--- config.mk ---
export PLATFORM = sky130hd
export DESIGN_NAME = divChannel
export DESIGN_NICKNAME = d
export VERILOG_FILES = /design/src/rtl/divChanPkg.sv /design/src/rtl/divCtrl.sv /design/src/rtl/divDatapath.sv /design/src/rtl/divChannel.sv
export SDC_FILE = /design/constraint.sdc
export NUM_CORES = 1
export LEC_CHECK = 0
export CORE_ASPECT_RATIO = 0.9
export CORE_UTILIZATION = 30
export DETAILED_ROUTE_END_ITERATION = 6
export PLACE_DENSITY = 0.49
export SLEW_MARGIN = 20
export SYNTH_ARGS = -nofsm -noshare
export SYNTH_HDL_FRONTEND = slang
export SYNTH_SLANG_ARGS = --single-unit
export TNS_END_PERCENT = 50
--- constraint.sdc ---
create_clock -name clkIn -period 3.4 [get_ports clkIn]
set_clock_uncertainty 0.1 [all_clocks]
set_input_delay 1.02 -clock clkIn [delete_from_list [all_inputs] [get_ports clkIn]]
set_output_delay 1.02 -clock clkIn [all_outputs]
set_load 0.05 [all_outputs]
--- src/rtl/divChanPkg.sv ---
package divChanPkg;
  localparam int CNT_W = 4;
  localparam int LEN_W = CNT_W + 2;

  typedef struct packed {
    logic [LEN_W-1:0] hiLen;
    logic [LEN_W-1:0] loLen;
    logic             idle;
  } divLenT;

  typedef struct packed {
    logic dccAct;
    logic byp;
  } divModeT;

  typedef struct packed {
    divLenT  len;
    divModeT mode;
  } divCfgT;

  typedef struct packed {
    logic clear;
    logic start;
  } divStrobeT;

  function automatic divCfgT mkCfg(input logic [CNT_W-1:0] m,
                                   input logic [CNT_W-1:0] n,
                                   input logic byp,
                                   input logic dccOff);
    divCfgT c;
    logic [LEN_W-1:0] total;
    total = LEN_W'(m) + LEN_W'(n) + LEN_W'(2);
    c.mode.byp = byp;
    c.mode.dccAct = !dccOff && total[0];
    c.len.idle = byp;
    if (c.mode.dccAct) begin
      c.len.hiLen = (total + LEN_W'(1)) >> 1;
      c.len.loLen = (total - LEN_W'(1)) >> 1;
    end else begin
      c.len.hiLen = LEN_W'(n) + LEN_W'(1);
      c.len.loLen = LEN_W'(m) + LEN_W'(1);
    end
    return c;
  endfunction
endpackage

--- src/rtl/divCtrl.sv ---
module divCtrl
  import divChanPkg::*;
#(
  parameter int OFS_W = 5
) (
  input  logic             clkIn,
  input  logic             rstN,
  input  logic             syncReq,
  input  divCfgT           liveCfg,
  input  logic [OFS_W-1:0] phaseOfs,
  input  logic             wrap,
  output divStrobeT        strobe,
  output divLenT           cfgUse,
  output divModeT          modeNow
);
  divCfgT           shadowCfg;
  logic             holding;
  logic [OFS_W-1:0] waitCnt;
  logic             commitEdge;

  assign commitEdge = wrap && !shadowCfg.mode.byp;

  always_comb begin
    strobe.clear = syncReq;
    strobe.start = !syncReq && holding && (waitCnt == '0) && !shadowCfg.mode.byp;
    cfgUse = commitEdge ? liveCfg.len : shadowCfg.len;
    modeNow = shadowCfg.mode;
  end

  always_ff @(posedge clkIn or negedge rstN) begin
    if (!rstN) begin
      shadowCfg <= '0;
      holding   <= 1'b0;
      waitCnt   <= '0;
    end else if (syncReq) begin
      shadowCfg <= liveCfg;
      holding   <= 1'b1;
      waitCnt   <= phaseOfs;
    end else if (holding) begin
      if (waitCnt == '0) holding <= 1'b0;
      else waitCnt <= waitCnt - 1'b1;
    end else if (commitEdge) begin
      shadowCfg <= liveCfg;
    end
  end

  AST_WAIT_DEC: assert property (@(posedge clkIn) disable iff (!rstN)
    (holding && waitCnt != '0 && !syncReq) |=> (waitCnt == $past(waitCnt) - 1'b1));
  AST_MODE_HELD: assert property (@(posedge clkIn) disable iff (!rstN)
    (!syncReq && !wrap) |=> (modeNow == $past(modeNow)));
endmodule

--- src/rtl/divDatapath.sv ---
module divDatapath
  import divChanPkg::*;
(
  input  logic      clkIn,
  input  logic      rstN,
  input  divStrobeT strobe,
  input  divLenT    cfgUse,
  input  divModeT   modeNow,
  output logic      wrap,
  output logic      divOut
);
  logic             running;
  logic             phaseHi;
  logic             phaseHiN;
  logic [LEN_W-1:0] cnt;

  assign wrap = running && !phaseHi && (cnt == '0);

  always_ff @(posedge clkIn or negedge rstN) begin
    if (!rstN) begin
      running <= 1'b0;
      phaseHi <= 1'b0;
      cnt     <= '0;
    end else if (strobe.clear) begin
      running <= 1'b0;
      phaseHi <= 1'b0;
      cnt     <= '0;
    end else if (strobe.start) begin
      running <= 1'b1;
      phaseHi <= 1'b1;
      cnt     <= cfgUse.hiLen - 1'b1;
    end else if (running) begin
      if (cfgUse.idle) begin
        running <= 1'b0;
        phaseHi <= 1'b0;
        cnt     <= '0;
      end else if (cnt == '0) begin
        phaseHi <= !phaseHi;
        cnt     <= phaseHi ? cfgUse.loLen - 1'b1 : cfgUse.hiLen - 1'b1;
      end else begin
        cnt <= cnt - 1'b1;
      end
    end
  end

  always_ff @(negedge clkIn or negedge rstN) begin
    if (!rstN) phaseHiN <= 1'b0;
    else       phaseHiN <= phaseHi;
  end

  always_comb begin
    if (modeNow.byp)         divOut = clkIn;
    else if (modeNow.dccAct) divOut = phaseHi && phaseHiN;
    else                     divOut = phaseHi;
  end

  AST_SYNC_LOW: assert property (@(posedge clkIn) disable iff (!rstN)
    strobe.clear |=> (!phaseHi && !running));
  AST_START_RISE: assert property (@(posedge clkIn) disable iff (!rstN)
    strobe.start |=> phaseHi);
  AST_LOW_END: assert property (@(posedge clkIn) disable iff (!rstN)
    (wrap && !cfgUse.idle && !strobe.clear) |=> phaseHi);
  AST_BYP_IDLE: assert property (@(posedge clkIn) disable iff (!rstN)
    modeNow.byp |-> !running);
endmodule

--- src/rtl/divChannel.sv ---
module divChannel
  import divChanPkg::*;
#(
  parameter int OFS_W = 5
) (
  input  logic             clkIn,
  input  logic             rstN,
  input  logic             syncReq,
  input  logic [CNT_W-1:0] lowCnt,
  input  logic [CNT_W-1:0] highCnt,
  input  logic             bypassEn,
  input  logic             dccOff,
  input  logic [OFS_W-1:0] phaseOfs,
  output logic             divOut
);
  divCfgT    liveCfg;
  divStrobeT strobe;
  divLenT    cfgUse;
  divModeT   modeNow;
  logic      wrap;

  assign liveCfg = mkCfg(lowCnt, highCnt, bypassEn, dccOff);

  divCtrl #(.OFS_W(OFS_W)) u_ctrl (
    .clkIn(clkIn), .rstN(rstN), .syncReq(syncReq), .liveCfg(liveCfg),
    .phaseOfs(phaseOfs), .wrap(wrap), .strobe(strobe), .cfgUse(cfgUse),
    .modeNow(modeNow)
  );

  divDatapath u_dp (
    .clkIn(clkIn), .rstN(rstN), .strobe(strobe), .cfgUse(cfgUse),
    .modeNow(modeNow), .wrap(wrap), .divOut(divOut)
  );
endmodule

==> results of run 1 <==
-- area by class of cell --
| type | instances | area [um^2] |
|---|---|---|
| fillers | 770 | 4270 |
| multi-input cells | 226 | 1740 |
| flip-flops and latches | 27 | 676 |
| repair buffers | 64 | 520 |
| well taps | 96 | 120 |
| clock buffers | 7 | 93.8 |
| inverters | 17 | 78.8 |
| clock inverters | 1 | 8.76 |
-- Yosys cell counts, drive strengths merged (3+ instances only) --
master,instances,area [um^2]
nor2,35,131
or4,3,27.5
buf,4,22.5
inv,17,63.8
dfrtp,26,651
o22ai,3,25.0
nand2b,6,37.5
xnor2,10,87.6
nand2,28,105
xor2,9,78.8
nor4,3,33.8
mux2,3,33.8
a211o,4,35.0
clkbuf,5,18.8
nor2b,4,25.0
nand3,6,30.0
a211oi,6,50.1
nor3,4,20.0
o21ai,28,148
ha,16,200
mux2i,6,60.1
nor3b,4,35.0
a21oi,19,98.9
-- final timing paths --
check	cells past startpoint	slack, ps	endpoint
max	3	-620	divOut
min	2	410	u_ctrl.shadowCfg[11]$_DFFE_PN0P_
max reg2reg	8	490	u_dp.cnt[4]$_DFFE_PN0P_
min reg2reg	2	410	u_ctrl.shadowCfg[11]$_DFFE_PN0P_
max in group asynchronous	1	810	u_dp.phaseHiN$_DFF_NN0_
min in group asynchronous	2	960	u_dp.phaseHi$_DFFE_PN0P_
-- metrics by stage --
stage               cell area, um^2  instances  power [mW]
floorplan                      2410        279       0.877
global placement               3000        427        1.10
detailed placement             3000        427        1.10
CTS                            3120        434        1.42
global route                   3240        438        1.55
finish                         3240        438        1.44
-- placed cells by master (no fill, tap or decap), types with 3 or more instances in the layout --
cell type | Yosys | routed
buf_4 | 1 | 47
nor2_1 | 35 | 35
nand2_1 | 28 | 28
dfrtp_1 | 26 | 26
a21oi_1 | 18 | 16
o21ai_0 | 23 | 16
inv_1 | 17 | 12
ha_1 | 16 | 10
xor2_1 | 9 | 9
clkdlybuf4s50_1 | 0 | 9
xnor2_1 | 10 | 8
o21ai_1 | 3 | 7
nand2b_1 | 6 | 6
clkbuf_8 | 0 | 6
nand3_1 | 6 | 5
ha_4 | 0 | 5
o21ai_2 | 2 | 4
nor3_1 | 4 | 4
a211o_1 | 4 | 4
inv_2 | 0 | 3
mux2i_1 | 6 | 3
a21oi_2 | 1 | 3
mux2_2 | 3 | 3
a211oi_1 | 5 | 3
a211oi_2 | 1 | 3
mux2i_2 | 0 | 3
clkbuf_2 | 0 | 3
-- state kept, by name, summed over array words and instances (netlist names) --
| name | cells |
|---|---|
| u_dp.cnt | 6 |
| u_dp.running | 1 |
| u_dp.phaseHiN | 1 |
| u_ctrl.shadowCfg | 10 |
| u_dp.phaseHi | 1 |
| u_ctrl.holding | 1 |
| u_ctrl.modeNow | 2 |
| u_ctrl.waitCnt | 5 |
-- tightest hold or removal path, stage by stage, from the launching register on --
cell     delay [ps]
dfrtp_1         380
nand2_1          50
nand2_1          50
-- routing by layer --
layer | GRT usage, % | vias to the layer above | wire length [um]
met5 | 0 | - | 0
met4 | 3.03 | 0 | 55
met3 | 4.93 | 5 | 311
met2 | 26.7 | 34 | 2870
met1 | 25.4 | 1064 | 3270
li1 | - | 1122 | -
-- power by group through the flow --
stage,clock network [mW],registers (mW),logic (mW)
CTS,0.361,0.424,0.635
global placement,0.0522,0.429,0.619
detailed placement,0.0522,0.430,0.620
global route,0.380,0.434,0.736
finish,0.348,0.425,0.670
floorplan,0.0407,0.412,0.425
-- cell families after synthesis --
group / synth area share, %
AND/OR/NAND/NOR: 23.7
AO/OA/AOI/OAI: 22.0
flip-flops: 29.1
buffers and inverters: 4.53
XOR/XNOR: 7.17
adder cells (fa/ha/maj): 9.48
multiplexers: 4.04
-- timing repair --
| item | 4_1_cts | 5_1_grt |
|---|---|---|
| pin swaps | 15 | 17 |
| endpoints found under the setup margin | 7 | 7 |
| buffers inserted | 0 | 5 |
| resized for setup | 33 | 25 |
==> metrics.cfg, run 1 <==
[run_status]
outcome = complete, but fails checks
violations = setup timing

[timing]
tightestPinTransition_ps = 660
rsz0062_at_grt = yes
setup_ws_ps = -618
timing.hold.ws_ps = 410
slew_headroom_pct = 55.9
hold_violations = 0
setup_violations = 6
drv_slew = 0
fin_setup_tns_ps = -901

[placement]
gp_congestion = 0.888
pre_cts_ws_ps = -963
io_buffer_count = 18
dp.final_hpwl_mm = 4.96

[floorplanning]
fp.dieW_um = 94.7
die_y_um = 85.5
num_rows = 30
dieArea_mm2 = 0.00810
core-area_mm2 = 0.00751
io_pins = 19
start_util_pct = 30.9

[drt]
vias_per_cell = 5.08
via_count = 2225
drc_errors = 0
postRouteWirelength_mm = 6.51
post_drt_wl_per_cell_um = 14.9
drt_iter0_markers = 175
ant_nets = 0
drt-pass1-iter-count = 4

[worst_setup_path]
cpMaxStageDelayCell = dfrtn_1
arrival_ps = 2900
path_cells = o21ai_2 > o21ai_4 > buf_6
worstSetupStartpointType = flip-flop
cp_num_buf_inv = 1
crit_required_ps = 2280
critPathTopFamily = flip-flops
critical-path-max-stage-delay_ps = 420
path_class = reg -> out
end_kind = primary output
crit_fanout = 1
startpoint = u_dp.phaseHiN$_DFF_NN0_
r2r_start = u_dp.cnt[3]$_DFFE_PN0P_

[pwr]
switching_share_pct = 39.2
p_leak_nw = 1.38
internal_power_uw = 877
seqPwrFrac_pct = 29.4
p_sw_uw = 566
vdd_ir_drop_max_mv = 0.234
p_clk_share_pct = 24.1
p_per_area_mw_per_mm2 = 445
p_comb_share_pct = 46.4

[global_routing]
grt_pass1_vias = 2219
grt_pass1_wl_mm = 11.0
gr-total-overflow = 0
antenna_found_initial = 0
grt_start_max_net_pins = 27
grtUsageTotal_pct = 17.7

[logic_synthesis]
async_reset_ff_share_pct = 100
synth_cell_types = 58
syn_nets = 314
netlist_instances = 279
syn_avg_cell_area_um2 = 8.32
yosysWarnings = 0
synth-main-ff-cell = dfrtp_1
syn-cell-area_mm2 = 0.00232
ys_seq_elements = 27
yosysSeqAreaShare_pct = 29.1
synth_edf_count = 0

[clocking]
clk-insertion-delay-late_ps = 390
clk_pin_slew_worst_paths_ps = 110
cts_tree = built
cts_hold_buf = 0

[finish]
area_delta_synth_final_pct = 39.6
num_antenna_cells = 0
final_util_pct = 43.2
final_layout_size_suffix_gt1_share_pct = 32.7
layout.nets = 378

[run]
maxCapViolations = 0

[min_path]
hold_start = u_ctrl.shadowCfg[11]$_DFFE_PN0P_
hp-class = reg -> reg

Power figures use the tool's default switching activity.
==> run 2: changes to the inputs <==
Settings changed: SKIP_LAST_GASP from default to 1.
Clock period 3.4 ns to 3.9 ns, I/O delays scaled along.
==> run 2 against run 1 <==
  * The flow still finishes with violations (setup timing)
  * Global-route usage is essentially flat
  * Cell area shrank 5.8%
  * Total power shrank 16%
  * Count of clock-buffer cells in the layout is the same
  * Worst setup slack gained 84 ps
  * Utilization shrank 2.5 points
  * First-iteration DRC count shrank 26%
  * Highest routed layer unchanged
==> metrics.cfg, run 2 (synthesis results as in run 1) <==
[finish]
final_cell_mix = buf_4 (41), nor2_1 (35), nand2_1 (28)
num_antenna_cells = 0  ; unchanged
final_util_pct = 40.7  ; -2.5 points
final_layout_size_suffix_gt1_share_pct = 23.8  ; -8.9 points
fillers = 779  ; +1.2%
largest_reg_flops = 10  ; unchanged
area_delta_synth_final_pct = 31.5
final_cell_area_mm2 = 0.00305  ; -5.8%
layout.nets = 372  ; -1.6%
top_register = u_ctrl.shadowCfg
layout_commonest_cell = buf_4
reg_top3 = u_ctrl.shadowCfg (10), u_dp.cnt (6), u_ctrl.waitCnt (5)

[floorplanning]
io_pins = 19  ; unchanged
core-area_mm2 = 0.00751  ; unchanged
fp.dieW_um = 94.7  ; unchanged
start_util_pct = 30.9  ; unchanged
num_rows = 30  ; unchanged
dieArea_mm2 = 0.00810  ; unchanged
die_y_um = 85.5  ; unchanged

[run_status]
violations = setup timing
outcome = complete, but fails checks

[global_routing]
grt_use_met1_pct = 26.0  ; +0.62 points
antenna_found_initial = 0  ; unchanged
grt_start_max_net_pins = 27  ; unchanged
met3_usage_pct = 4.75  ; -0.18 points
gr-total-overflow = 0  ; unchanged
grt_pass1_vias = 2166  ; -2.4%
grt_pass1_wl_mm = 10.9  ; -0.50%
globalRouteMet2Util_pct = 25.1  ; -1.6 points
grt-busiest-layer = met1
grtUsageTotal_pct = 17.8  ; +0.046 points

[timing]
drv_slew = 0  ; unchanged
rsz0062_at_grt = yes
hold_violations = 0  ; unchanged
setup_violations = 3  ; -3
slew_headroom_pct = 62.2  ; +6.3 points
setup_ws_ps = -534  ; +84.1 ps
tightestPinTransition_ps = 563  ; -97.2 ps

[worst_setup_path]
setup.worst_path.end = divOut
path_class = reg -> out
worstSetupStartpointType = flip-flop
reg2reg_slack_ps = 870  ; +380 ps
crit_fanout = 1  ; unchanged
r2r_start = u_dp.phaseHi$_DFFE_PN0P_
end_kind = primary output
crit_required_ps = 2630  ; +350 ps
reg2reg_to = u_dp.cnt[2]$_DFFE_PN0P_
r2r_cells = 9  ; +1
startpoint = u_dp.phaseHiN$_DFF_NN0_
arrival_ps = 3160  ; +260 ps

[placement]
io_buffer_count = 18  ; unchanged
place_area_mm2 = 0.00288  ; -4.0%
dp.final_hpwl_mm = 4.71  ; -4.9%
gp_congestion = 0.844  ; -4.9%

[pwr]
p_leak_nw = 1.31  ; -5.4%
vdd_ir_drop_max_mv = 0.193  ; -17%
power_mw = 1.22  ; -16%
p_per_area_mw_per_mm2 = 398  ; -10%

[drt]
postRouteWirelength_mm = 6.26  ; -3.8%
drt-pass1-iter-count = 4  ; unchanged
drt_iter0_markers = 129  ; -26%
via_count = 2207  ; -0.81%
post_drt_wl_per_cell_um = 14.5  ; -2.5%
ant_nets = 0  ; unchanged
drc_errors = 0  ; unchanged
vias_per_cell = 5.11  ; +0.57%

[run]
maxCapViolations = 0  ; unchanged

[min_path]
hp-class = reg -> reg
min_path_cells = 2  ; unchanged

[clocking]
clk_pin_slew_worst_paths_ps = 100  ; about the same
clk-insertion-delay-late_ps = 400  ; about the same
cts_tree = built

==> run 2: cell type report <==
cell class | instances | area (um^2) | share of cell area (%)
well taps | 96 | 120 | 3.93
inverters | 17 | 63.8 | 2.09
clock inverters | 1 | 8.76 | 0.287
flip-flops and latches | 27 | 676 | 22.1
repair buffers | 58 | 475 | 15.6
clock buffers | 7 | 93.8 | 3.07
multi-input cells | 226 | 1620 | 52.9
==> run 2: through the flow <==
stage	hold slack, ps	setup slack, ps	std cells	setup TNS [ps]
final	375	-534	432	-579
after global routing	411	-588	432	-1490
after CTS	383	-553	432	-625
after detailed placement	357	-738	422	-4050
after global placement	354	-751	422	-4010
after floorplan	338	-107	279	-125
==> run 2: power breakdown <==
part           internal, mW  switching (mW)  leakage (nW)
sequential            0.323          0.0509         0.338
clock                 0.159           0.151        0.0600
combinational         0.257           0.277         0.910
==> run 2: how the worst min path moves through the flow <==
stage | start | to | slack, ps
after detailed placement | u_ctrl.shadowCfg[11]$_DFFE_PN0P_ | u_ctrl.shadowCfg[11]$_DFFE_PN0P_ | 360
after CTS | u_ctrl.shadowCfg[11]$_DFFE_PN0P_ | u_ctrl.shadowCfg[11]$_DFFE_PN0P_ | 380
final | u_ctrl.shadowCfg[11]$_DFFE_PN0P_ | u_ctrl.shadowCfg[11]$_DFFE_PN0P_ | 380
after global routing | u_ctrl.shadowCfg[11]$_DFFE_PN0P_ | u_ctrl.shadowCfg[11]$_DFFE_PN0P_ | 410
after global placement | u_ctrl.shadowCfg[12]$_DFFE_PN0P_ | u_ctrl.shadowCfg[12]$_DFFE_PN0P_ | 350
after floorplan | u_ctrl.shadowCfg[11]$_DFFE_PN0P_ | u_ctrl.shadowCfg[11]$_DFFE_PN0P_ | 340
==> run 2: critical path, stage by stage, from the launching register on <==
cell and delay, ps:
dfrtn_1 410, o21ai_2 70, o21ai_4 150, buf_6 170
==> run 2: metal layers <==
layer | vias to the layer above | wire (um)
met5 | - | 0
met3 | 8 | 204
li1 | 1107 | -
met2 | 27 | 2730
met4 | 0 | 71
met1 | 1065 | 3250
==> run 2: what timing repair did <==
action | CTS | global route
endpoints found under the setup margin | 7 | 7
setup buffers | 3 | 0
pin swaps | 11 | 1
hold buffers | 0 | 0
gates resized for setup | 23 | 0
